==> src/rtl/wdt_regs_pkg.sv <==
package wdt_regs_pkg;
  localparam int PRELOAD_W = 20;
  localparam int MEM_AW    = 4;
  localparam int MEM_DW    = 32;
  localparam int CFG_AW    = 8;
  localparam int CFG_DW    = 16;

  localparam logic [MEM_AW-1:0] OFS_PRE1   = 4'h0;
  localparam logic [MEM_AW-1:0] OFS_PRE2   = 4'h4;
  localparam logic [MEM_AW-1:0] OFS_RELOAD = 4'hC;

  localparam logic [CFG_AW-1:0] CFG_MODE = 8'h60;
  localparam logic [CFG_AW-1:0] CFG_LOCK = 8'h68;

  localparam logic [MEM_DW-1:0] MAGIC_A = 32'h80;
  localparam logic [MEM_DW-1:0] MAGIC_B = 32'h86;

  localparam logic [PRELOAD_W-1:0] PRELOAD_RST = '1;

  typedef enum logic [1:0] {
    GS_IDLE = 2'd0,
    GS_HALF = 2'd1,
    GS_OPEN = 2'd2
  } guard_e;

  function automatic logic size_ok(input logic [2:0] sz);
    return (sz == 3'd1) || (sz == 3'd2) || (sz == 3'd4);
  endfunction

  function automatic logic [MEM_DW-1:0] mask_by_size(input logic [2:0] sz,
                                                     input logic [MEM_DW-1:0] d);
    logic [MEM_DW-1:0] r;
    case (sz)
      3'd1:    r = {{(MEM_DW-8){1'b0}}, d[7:0]};
      3'd2:    r = {{(MEM_DW-16){1'b0}}, d[15:0]};
      default: r = d;
    endcase
    return r;
  endfunction
endpackage

==> src/rtl/wdt_guard_seq.sv <==
module wdt_guard_seq
  import wdt_regs_pkg::*;
(
  input  logic              clk,
  input  logic              rst_n,
  input  logic              wr,
  input  logic [MEM_AW-1:0] addr,
  input  logic [2:0]        size,
  input  logic [MEM_DW-1:0] wdata,
  output logic              grant
);
  guard_e state_q, state_d;
  logic [MEM_DW-1:0] val;
  logic at_reload, hit_a, hit_b, other, is_byte, live;

  always_comb begin
    live      = wr && size_ok(size);
    val       = mask_by_size(size, wdata);
    at_reload = (addr == OFS_RELOAD);
    is_byte   = (size == 3'd1);
    hit_a     = live && at_reload && (val == MAGIC_A);
    hit_b     = live && at_reload && (val == MAGIC_B) && (state_q == GS_HALF);
    other     = live && !hit_a && !hit_b;
    grant     = other && !is_byte && (state_q == GS_OPEN);
    state_d   = state_q;
    if (hit_a)                  state_d = GS_HALF;
    else if (hit_b)             state_d = GS_OPEN;
    else if (other && !is_byte) state_d = GS_IDLE;
  end

  always_ff @(posedge clk or negedge rst_n) begin
    if (!rst_n) state_q <= GS_IDLE;
    else        state_q <= state_d;
  end
endmodule

==> src/rtl/wdt_mem_regs.sv <==
module wdt_mem_regs
  import wdt_regs_pkg::*;
(
  input  logic                 clk,
  input  logic                 rst_n,
  input  logic                 grant,
  input  logic                 rd,
  input  logic [MEM_AW-1:0]    addr,
  input  logic [2:0]           size,
  input  logic [MEM_DW-1:0]    wdata,
  input  logic                 reboot_evt,
  output logic [PRELOAD_W-1:0] preload1,
  output logic [PRELOAD_W-1:0] preload2,
  output logic                 ping,
  output logic                 flag_clr,
  output logic [MEM_DW-1:0]    rdata
);
  logic [PRELOAD_W-1:0] pre1_q, pre1_d, pre2_q, pre2_d;
  logic ping_q, ping_d, clr_q, clr_d, flag_q, flag_d;
  logic [MEM_DW-1:0] rdata_q, rdata_d;
  logic ld1, ld2, reload;

  always_comb begin
    ld1    = grant && (size == 3'd4) && (addr == OFS_PRE1);
    ld2    = grant && (size == 3'd4) && (addr == OFS_PRE2);
    reload = grant && (size == 3'd2) && (addr == OFS_RELOAD);
    pre1_d = ld1 ? wdata[PRELOAD_W-1:0] : pre1_q;
    pre2_d = ld2 ? wdata[PRELOAD_W-1:0] : pre2_q;
    ping_d = reload && wdata[8];
    clr_d  = reload && (wdata[9] || wdata[12]);
    flag_d = flag_q;
    if (reboot_evt) flag_d = 1'b1;
    else if (clr_d) flag_d = 1'b0;
    rdata_d = '0;
    if (rd && (size == 3'd2) && (addr == OFS_RELOAD)) begin
      rdata_d[9]  = flag_q;
      rdata_d[12] = flag_q;
    end
  end

  always_ff @(posedge clk or negedge rst_n) begin
    if (!rst_n) begin
      pre1_q  <= PRELOAD_RST;
      pre2_q  <= PRELOAD_RST;
      ping_q  <= 1'b0;
      clr_q   <= 1'b0;
      flag_q  <= 1'b0;
      rdata_q <= '0;
    end else begin
      if (ld1) pre1_q <= pre1_d;
      if (ld2) pre2_q <= pre2_d;
      ping_q  <= ping_d;
      clr_q   <= clr_d;
      flag_q  <= flag_d;
      rdata_q <= rdata_d;
    end
  end

  assign preload1 = pre1_q;
  assign preload2 = pre2_q;
  assign ping     = ping_q;
  assign flag_clr = clr_q;
  assign rdata    = rdata_q;
endmodule

==> src/rtl/wdt_cfg_regs.sv <==
module wdt_cfg_regs
  import wdt_regs_pkg::*;
(
  input  logic              clk,
  input  logic              rst_n,
  input  logic              wr,
  input  logic              rd,
  input  logic [CFG_AW-1:0] addr,
  input  logic [2:0]        size,
  input  logic [CFG_DW-1:0] wdata,
  output logic [CFG_DW-1:0] rdata,
  output logic              locked,
  output logic              enable,
  output logic              free_run,
  output logic              fast_scale,
  output logic [1:0]        irq_type,
  output logic              reboot_dis
);
  logic lock_q, en_q, fr_q, fs_q, rbd_q;
  logic [1:0] it_q;
  logic mode_we, lock_we;
  logic [CFG_DW-1:0] rdata_q, rdata_d;

  always_comb begin
    mode_we = wr && (addr == CFG_MODE) && (size == 3'd2);
    lock_we = wr && (addr == CFG_LOCK) && (size == 3'd1) && !lock_q;
    rdata_d = '0;
    if (rd && (addr == CFG_MODE) && (size == 3'd2)) begin
      rdata_d[5]   = rbd_q;
      rdata_d[2]   = fs_q;
      rdata_d[1:0] = it_q;
    end else if (rd && (addr == CFG_LOCK) && (size == 3'd1)) begin
      rdata_d[0] = lock_q;
      rdata_d[1] = en_q;
      rdata_d[2] = fr_q;
    end
  end

  always_ff @(posedge clk or negedge rst_n) begin
    if (!rst_n) begin
      lock_q  <= 1'b0;
      en_q    <= 1'b0;
      fr_q    <= 1'b0;
      fs_q    <= 1'b0;
      rbd_q   <= 1'b0;
      it_q    <= 2'd0;
      rdata_q <= '0;
    end else begin
      if (lock_we) begin
        lock_q <= wdata[0];
        en_q   <= wdata[1];
        fr_q   <= wdata[2];
      end
      if (mode_we) begin
        rbd_q <= wdata[5];
        fs_q  <= wdata[2];
        it_q  <= wdata[1:0];
      end
      rdata_q <= rdata_d;
    end
  end

  assign rdata      = rdata_q;
  assign locked     = lock_q;
  assign enable     = en_q;
  assign free_run   = fr_q;
  assign fast_scale = fs_q;
  assign irq_type   = it_q;
  assign reboot_dis = rbd_q;
endmodule

==> src/rtl/wdt_regfront.sv <==
module wdt_regfront
  import wdt_regs_pkg::*;
(
  input  logic                 clk,
  input  logic                 rst_n,
  input  logic                 cfg_wr,
  input  logic                 cfg_rd,
  input  logic [CFG_AW-1:0]    cfg_addr,
  input  logic [2:0]           cfg_size,
  input  logic [CFG_DW-1:0]    cfg_wdata,
  output logic [CFG_DW-1:0]    cfg_rdata,
  input  logic                 mem_wr,
  input  logic                 mem_rd,
  input  logic [MEM_AW-1:0]    mem_addr,
  input  logic [2:0]           mem_size,
  input  logic [MEM_DW-1:0]    mem_wdata,
  output logic [MEM_DW-1:0]    mem_rdata,
  input  logic                 core_reboot_evt,
  output logic [PRELOAD_W-1:0] preload1,
  output logic [PRELOAD_W-1:0] preload2,
  output logic                 wd_enable,
  output logic                 free_run,
  output logic                 fast_scale,
  output logic [1:0]           irq_type,
  output logic                 reboot_en,
  output logic                 ping,
  output logic                 flag_clr
);
  logic rst_meta, rst_n_s;
  logic grant, cfg_locked, reboot_dis;

  always_ff @(posedge clk or negedge rst_n) begin
    if (!rst_n) begin
      rst_meta <= 1'b0;
      rst_n_s  <= 1'b0;
    end else begin
      rst_meta <= 1'b1;
      rst_n_s  <= rst_meta;
    end
  end

  wdt_guard_seq u_guard (
    .clk(clk), .rst_n(rst_n_s), .wr(mem_wr), .addr(mem_addr),
    .size(mem_size), .wdata(mem_wdata), .grant(grant)
  );

  wdt_mem_regs u_mem (
    .clk(clk), .rst_n(rst_n_s), .grant(grant), .rd(mem_rd),
    .addr(mem_addr), .size(mem_size), .wdata(mem_wdata),
    .reboot_evt(core_reboot_evt), .preload1(preload1), .preload2(preload2),
    .ping(ping), .flag_clr(flag_clr), .rdata(mem_rdata)
  );

  wdt_cfg_regs u_cfg (
    .clk(clk), .rst_n(rst_n_s), .wr(cfg_wr), .rd(cfg_rd),
    .addr(cfg_addr), .size(cfg_size), .wdata(cfg_wdata), .rdata(cfg_rdata),
    .locked(cfg_locked), .enable(wd_enable), .free_run(free_run),
    .fast_scale(fast_scale), .irq_type(irq_type), .reboot_dis(reboot_dis)
  );

  assign reboot_en = !reboot_dis;
endmodule

==> config.mk <==
export PLATFORM = sky130hd
export DESIGN_NAME = wdt_regfront
export DESIGN_NICKNAME = d
export VERILOG_FILES = /design/src/rtl/wdt_regs_pkg.sv /design/src/rtl/wdt_guard_seq.sv /design/src/rtl/wdt_mem_regs.sv /design/src/rtl/wdt_cfg_regs.sv /design/src/rtl/wdt_regfront.sv
export SDC_FILE = /design/constraint.sdc
export NUM_CORES = 1
export LEC_CHECK = 0
export BUFFER_PORTS_ARGS = -buffer_cell sky130_fd_sc_hd__buf_2
export CAP_MARGIN = 20
export CELL_PAD_IN_SITES_DETAIL_PLACEMENT = 0
export CELL_PAD_IN_SITES_GLOBAL_PLACEMENT = 1
export CORE_MARGIN = 2
export CORE_UTILIZATION = 30
export CTS_BUF_LIST = sky130_fd_sc_hd__clkbuf_8
export DETAILED_ROUTE_END_ITERATION = 10
export GPL_TIMING_DRIVEN = 0
export MAX_ROUTING_LAYER = met4
export PLACE_DENSITY = 0.87
export SETUP_SLACK_MARGIN = 0.3
export SYNTH_ARGS = -nofsm -noshare
export SYNTH_HDL_FRONTEND = slang
export SYNTH_SLANG_ARGS = --single-unit
export TNS_END_PERCENT = 10
==> constraint.sdc <==
create_clock -name clk -period 3.7 [get_ports clk]
set_clock_uncertainty 0.2 [all_clocks]
set_input_delay 0.37 -clock clk [delete_from_list [all_inputs] [get_ports clk]]
set_output_delay 0.37 -clock clk [all_outputs]
set_load 0.01 [all_outputs]
==> key figures, run 1 <==
Pwr
  • Psw: ~330 uW
  • Int Power: roughly 950 uW
  • Final Total Pwr: ~1300 uW
  • Pwr dens: between 300 and 400 nW/um2
  • Leakage: ~0.0021 uW
  • Comb pwr share: under 10%
  • Clock share of power: a little under 40%
  • IR drop worst, VDD: 0.000159 V
  • Sequential share of power: roughly 50%
  • Net Sw Frac: 25.9%

Final layout
  • ANT cells: 0
  • Filler cell count: approximately 900
  • Fraction of layout cells with a size suffix above 1: 69.0%
  • Most frequent cells in the layout: 116 x buf_2, 43 x buf_4, 43 x conb_1, 40 x dfstp_2, 26 x mux2_2
  • Area Growth Syn to Fin: 37.9%
  • Leading cell type in the layout, fill and taps excluded: buf_2
  • Nets@finish: 455

Route
  • DRT antenna net count: 0
  • Post-route DRC: 0
  • WL final: between 6000 and 7000 um
  • Via count: ~2100
  • Vias per cell: 4.11
  • Drt initial violations: 29
  • DR WL/cell: approximately 13 um
  • Total iterations of the first detailed-routing run: 4

Timing
  • Setup TNS: 0 ps
  • Slew of the pin with the lowest slew margin: ~640 ps
  • FMAX: 444 MHz
  • Final setup vio count: 0
  • Fin. Hold Viols: 0
  • RSZ-0062 raised after global routing: no
  • Post-layout minimum cycle time: 2250 ps
  • Rel. slew slack: 57.2%
  • Fin. max-slew vios: 0
  • Crit share post-route: between 60% and 70%

Yosys
  • Distinct cells, synth: 37
  • Number of synthesized register bits: 59
  • Mean area per synthesized cell: ~13 um2
  • Cell count after synthesis: between 200 and 250
  • Mapped Area: roughly 2900 um2
  • Yosys warns: 0
  • Sequential fraction of the synthesis area: between 50% and 60%

GRT
  • GRT overflow: 0
  • Total GRT Usage: a little over an eighth
  • Pin count of the biggest net entering global routing: 30
  • Initial antenna violation count: 0
  • First-pass GRT wire length: between 10000 and 15000 um
  • Vias in the first global route: 2044

Floorplan
  • # IOs: 169
  • Core box area: 9240 um2
  • Starting Density: 31.0%
  • Die ar.: 10400 um2
  • Die Span Y: a little over 100 um
  • Chip width: about 100 um
  • Row Count: 35

Setup path
  • Slowest Stage Delay on Critical Path: ~450 ps
  • CP delay by family, top: simple AND/OR/NAND/NOR gates
  • Reg2Reg Depth: 4
  • Reg2reg end: u_mem.preload2[10]
  • CP Max Fanout: 10
  • CP max-delay cell: or4_1
  • FF-to-FF Start: u_guard.state_q[0]
  • Critical path class: input pin to flip-flop
  • Startpoint types: input pin
  • Worst EP arrival: about 2300 ps
  • Worst Path Buf+Inv: 2
  • Worst reg2reg setup slack: 1810 ps
  • Worst EP required: around 3800 ps
  • Crit-path cells: buf_2 > or3b_1 > or4_1 > or4_4 > buf_6 > mux2_4
  • Kind of end point of the critical path: flip-flop

Flow run
  • Number of max-cap violations: 0

Placed design
  • GPL Wtd Cong: 0.756
  • Port bufs: between 100 and 150
  • Post-DP HPWL: between 5000 and 6000 um

Hold path
  • Hold Startpoint: core_reboot_evt
  • Hold path endpoint: u_mem.flag_q
  • Worst hold-check path type: input pin to flip-flop
  • Cells on Worst Hold Path: 2

Clock tree
  • CTS Buffer Depth: 2
  • Clk Latency, worst-skew pair: ~330 ps
  • H-tree depth: 3
  • CTS Root Cell: clkbuf_8
  • Num Clock Sinks: 59
  • CTS tree: yes
  • Postcts setup bufs: 0
  • Clock transition at the registers of the reported paths: around 70 ps
  • Num CTS Buffers: 9

Outcome
  • Status: finished, final reports clean
-- how the worst max path moves through the flow --
stage                start                  to  slack [ps]  cells past startpoint
6_report       mem_size[1]  u_mem.preload2[10]        1450                      6
5_1_grt        mem_size[1]  u_mem.preload1[12]        1370                      6
4_1_cts        mem_size[1]   u_mem.preload1[9]        1440                      6
3_5_place_dp   mem_size[1]   u_mem.preload1[9]        1080                      6
3_3_place_gp   mem_size[1]  u_mem.preload1[12]        1080                      6
2_1_floorplan  mem_size[1]   u_mem.preload2[0]        1370                      5
-- cell families (layout without fill, tap and decap cells) --
family,count (synthesis),count (layout),share of synthesized area (%)
flip-flops,59,59,53.2
buffers and inverters,50,182,12.8
multiplexers,46,46,20.7
AND/OR/NAND/NOR,44,44,9.42
AO/OA/AOI/OAI,12,12,3.32
other,2,43,0.262
XOR/XNOR,1,1,0.305
-- sequential cells by signal, indices dropped and copies added, names as in the netlist, 2 cells and up --
register and cells:
u_guard.state_q 2, u_mem.preload1 20, u_cfg.irq_type 2, u_cfg.rdata 4, u_mem.preload2 20
-- cell usage after synthesis (all sizes together) --
master   n  area share [%]
buf     47              12
mux2    46              21
dfstp   40              37
dfrtp   19              17
nand2    7            0.92
nor2     7            0.92
nor4     5             1.1
a22oi    4             1.0
or4      4             1.2
inv      3            0.39
nor3     3            0.52
nor3b    3            0.79
conb     2            0.26
nand2b   2            0.44
nand3    2            0.35
nand3b   2            0.52
nor4bb   2            0.70
a21oi    1            0.17
a31o     1            0.31
a32o     1            0.35
a41o     1            0.35
and2     1            0.22
and4     1            0.31
and4b    1            0.35
nand4b   1            0.31
nor4b    1            0.31
o21a     1            0.26
o21bai   1            0.26
o311ai   1            0.31
o31ai    1            0.26
or3      1            0.22
or3b     1            0.31
xor2     1            0.31
-- power by group through the flow --
stage               logic [uW]  registers [uW]  clock network (uW)
CTS                        119             657                 530
global route               132             658                 558
floorplan                 63.0             669                   0
global placement           107             672                   0
detailed placement         118             667                   0
finish                     119             656                 505
-- cell type report --
type | instances | area, um2 | area share, %
tap | 129 | 161 | 4.08
timing repair buffer | 116 | 601 | 15.2
clock buffer | 9 | 124 | 3.13
buffer | 47 | 355 | 8.99
inverter | 3 | 11.3 | 0.285
multi-input combinational | 146 | 1130 | 28.5
clock inverter | 7 | 45.0 | 1.14
sequential | 59 | 1530 | 38.6
-- timing repair --
action                                  CTS  global route
hold endpoints to repair                  2             0
gates resized for setup                   0             0
hold buffers                              1             0
endpoints found under the setup margin    0             0
-- per-stage QoR --
stage	hold slack [ps]	setup WS, ps	instances	instance area, um2	utilization (%)
2_1_floorplan	-126	1370	255	3020	-
3_3_place_gp	-43.6	1080	498	3750	40.6
3_5_place_dp	-38.0	1080	499	3770	40.9
4_1_cts	19.4	1440	516	3950	42.8
5_1_grt	28.9	1370	516	3950	42.8
6_report	39.9	1450	516	3950	42.8
-- metal layers --
layer	part of all wire [%]	wire, um	global-route usage, %	vias up
met5	0	0	-	-
met3	6.0	399	2.21	11
met4	2.2	144	7.07	0
li1	-	-	-	1009
met1	41	2750	16.0	1012
met2	50	3340	21.7	87
Power figures use the tool's default switching activity.
==> run 2: changes to the inputs <==
PLACE_DENSITY = 0.89   (was 0.87)
clock period = 2 ns   (was 3.7 ns; I/O delays follow)
==> run 2 against run 1 <==
  * Highest routed layer unchanged
  * Largest power group unchanged
  * First-iteration DRC count rose by 69%
  * The run now ends with negative setup slack left
  * Wire length up 11%
  * Largest cell class unchanged
  * Via count up 6.2%
==> key figures, run 2 (same netlist as run 1, synthesis figures left out) <==
Route
  • Total iterations of the first detailed-routing run: 4
  • Drt initial violations: ~50
  • DRT antenna net count: 0
  • Post-route DRC: 0
  • WL final: roughly 7400 um
  • Via count: around 2300
  • Vias per cell: 4.09
  • DR WL/cell: 13.4 um

Timing
  • Fin. max-slew vios: 0
  • Rel. slew slack: between 60% and 70%
  • Post-layout minimum cycle time: just over 2000 ps
  • Slew of the pin with the lowest slew margin: slightly below 600 ps
  • Final setup vio count: 20
  • FMAX: just under 500 MHz
  • Worst setup margin: -32.5 ps
  • Crit share post-route: 102%
  • Fin. Hold Viols: 0
  • RSZ-0062 raised after global routing: yes

Clock tree
  • CTS tree: yes
  • Clk Latency, worst-skew pair: approximately 330 ps
  • Clock transition at the registers of the reported paths: 70 ps
  • CTS Buffer Depth: 2
  • H-tree depth: 3
  • Num CTS Buffers: 9
  • Num Clock Sinks: 59
  • CTS Root Cell: clkbuf_8

Setup path
  • Slowest Stage Delay on Critical Path: approximately 460 ps
  • Cell mode on critical path: or4_4
  • Crit-path cells: buf_8 > or3b_4 > or4_4 > or4_4 > buf_6 > mux2_4
  • Critical path class: input pin to flip-flop
  • Worst EP arrival: roughly 2100 ps
  • Kind of end point of the critical path: flip-flop
  • Reg2Reg Depth: 4
  • CP max-delay cell: or4_4
  • Worst EP required: between 2000 and 2500 ps
  • Startpoint types: input pin
  • CP Max Fanout: 10

Floorplan
  • Die ar.: approximately 10000 um2
  • Starting Density: 31.0%
  • Row Count: 35
  • Die Span Y: a little over 100 um
  • Core box area: between 9000 and 10000 um2
  • # IOs: approximately 170
  • Chip width: 102 um

Pwr
  • IR drop worst, VDD: 0.000238 V
  • Pwr dens: 552 nW/um2
  • Leakage: around 0.0024 uW

Final layout
  • Post-Layout Inst Area: 4490 um2
  • Multi-input gate area: 1270 um2
  • Fraction of layout cells with a size suffix above 1: about two thirds
  • ANT cells: 0
  • Nets@finish: 489
  • Register area: between 1500 and 2000 um2
  • Filler cell count: ~860
  • Area Growth Syn to Fin: 56.5%
  • Leading cell type in the layout, fill and taps excluded: buf_2
  • Final Core Density: approximately 50%
  • Most frequent cells in the layout: 110 x buf_2, 46 x buf_4, 43 x conb_1, 40 x dfstp_2, 38 x mux2_4

Placed design
  • DP Area: about 3800 um2
  • GPL Wtd Cong: 0.783
  • Post-DP HPWL: around 5300 um
  • Port bufs: 114

Flow run
  • Number of max-cap violations: 0

Outcome
  • Status: finished, violations left
  • Failing checks: negative setup slack

GRT
  • Total GRT Usage: 15.0%
  • First-pass GRT wire length: 11400 um
  • Pin count of the biggest net entering global routing: 34
  • Initial antenna violation count: 0
  • GRT overflow: 0
  • Vias in the first global route: between 2000 and 2500

Hold path
  • Worst hold-check path type: flip-flop to async pin
-- run 2: changes by cell type in the layout (fill, tap and decap cells not counted), sizes merged --
cell | before | now
dlygate4sd3 | 1 | 32
clkinvlp | 4 | 0
buf | 162 | 165
clkbuf | 9 | 12
inv | 3 | 5
clkinv | 3 | 2
-- run 2: area by class of cell --
| type | count | share of cell area, % |
|---|---|---|
| Multi-Input combinational cell | 146 | 28.3 |
| Clock buffer | 12 | 3.68 |
| Buffer | 47 | 8.28 |
| Clock inverter | 4 | 0.390 |
| Tap cell | 129 | 3.60 |
| Timing Repair Buffer | 150 | 21.4 |
| Inverter | 3 | 0.251 |
| Sequential cell | 59 | 34.0 |
-- run 2: layer usage --
layer  track usage (%)  up-vias  part of all wire, %  wire length (um)
met4              4.68        0                  1.5               111
li1                  -     1077                    -                 -
met2              24.6       84                   50              3720
met1              17.9     1077                   43              3150
met3              3.86       13                  5.4               398
met5                 -        -                    0                 0
-- run 2: stage by stage --
| step | hold slack (ps) | setup WS (ps) | power [uW] | TNS [ps] | std cells |
|---|---|---|---|---|---|
| finish | 77.6 | -32.5 | 2480 | -539 | 550 |
| global placement | -212 | -520 | 1440 | -26230 | 498 |
| detailed placement | -214 | -466 | 1450 | -17520 | 499 |
| floorplan | -296 | -164 | 1350 | -4630 | 255 |
| CTS | 83.3 | -19.7 | 2510 | -273 | 550 |
| global route | 97.4 | -41.3 | 2610 | -669 | 550 |
-- run 2: worst max-delay path, delay by kind of cell --
family	cells	cell delay, ps
buf+inv	2	280
mux	1	300
simple gates	3	1300
-- run 2: final timing paths --
check / from / slack (ps) / endpoint
max in group asynchronous: rst_n_s / 900 / u_mem.preload1[3]
setup / recovery: mem_size[1] / -30 / u_mem.preload2[19]
min in group clk: cfg_size[1] / 110 / u_cfg.rdata[0]
hold / removal: rst_n_s / 80 / u_guard.state_q[0]
hold reg to reg: rst_n_s / 80 / u_guard.state_q[0]
setup reg to reg: u_guard.state_q[0] / 50 / u_mem.preload2[19]
-- run 2: report_power, final --
group | switching (uW) | internal (uW)
logic | 127 | 164
registers | 11.2 | 1200
clock network | 437 | 538
-- run 2: what timing repair did --
action	CTS	global route
gates resized for setup	41	4
endpoints found under the hold margin	59	0
setup buffers	2	0
hold buffers	32	0
pin swaps	3	5
gates cloned	1	0
endpoints found under the setup margin	42	42
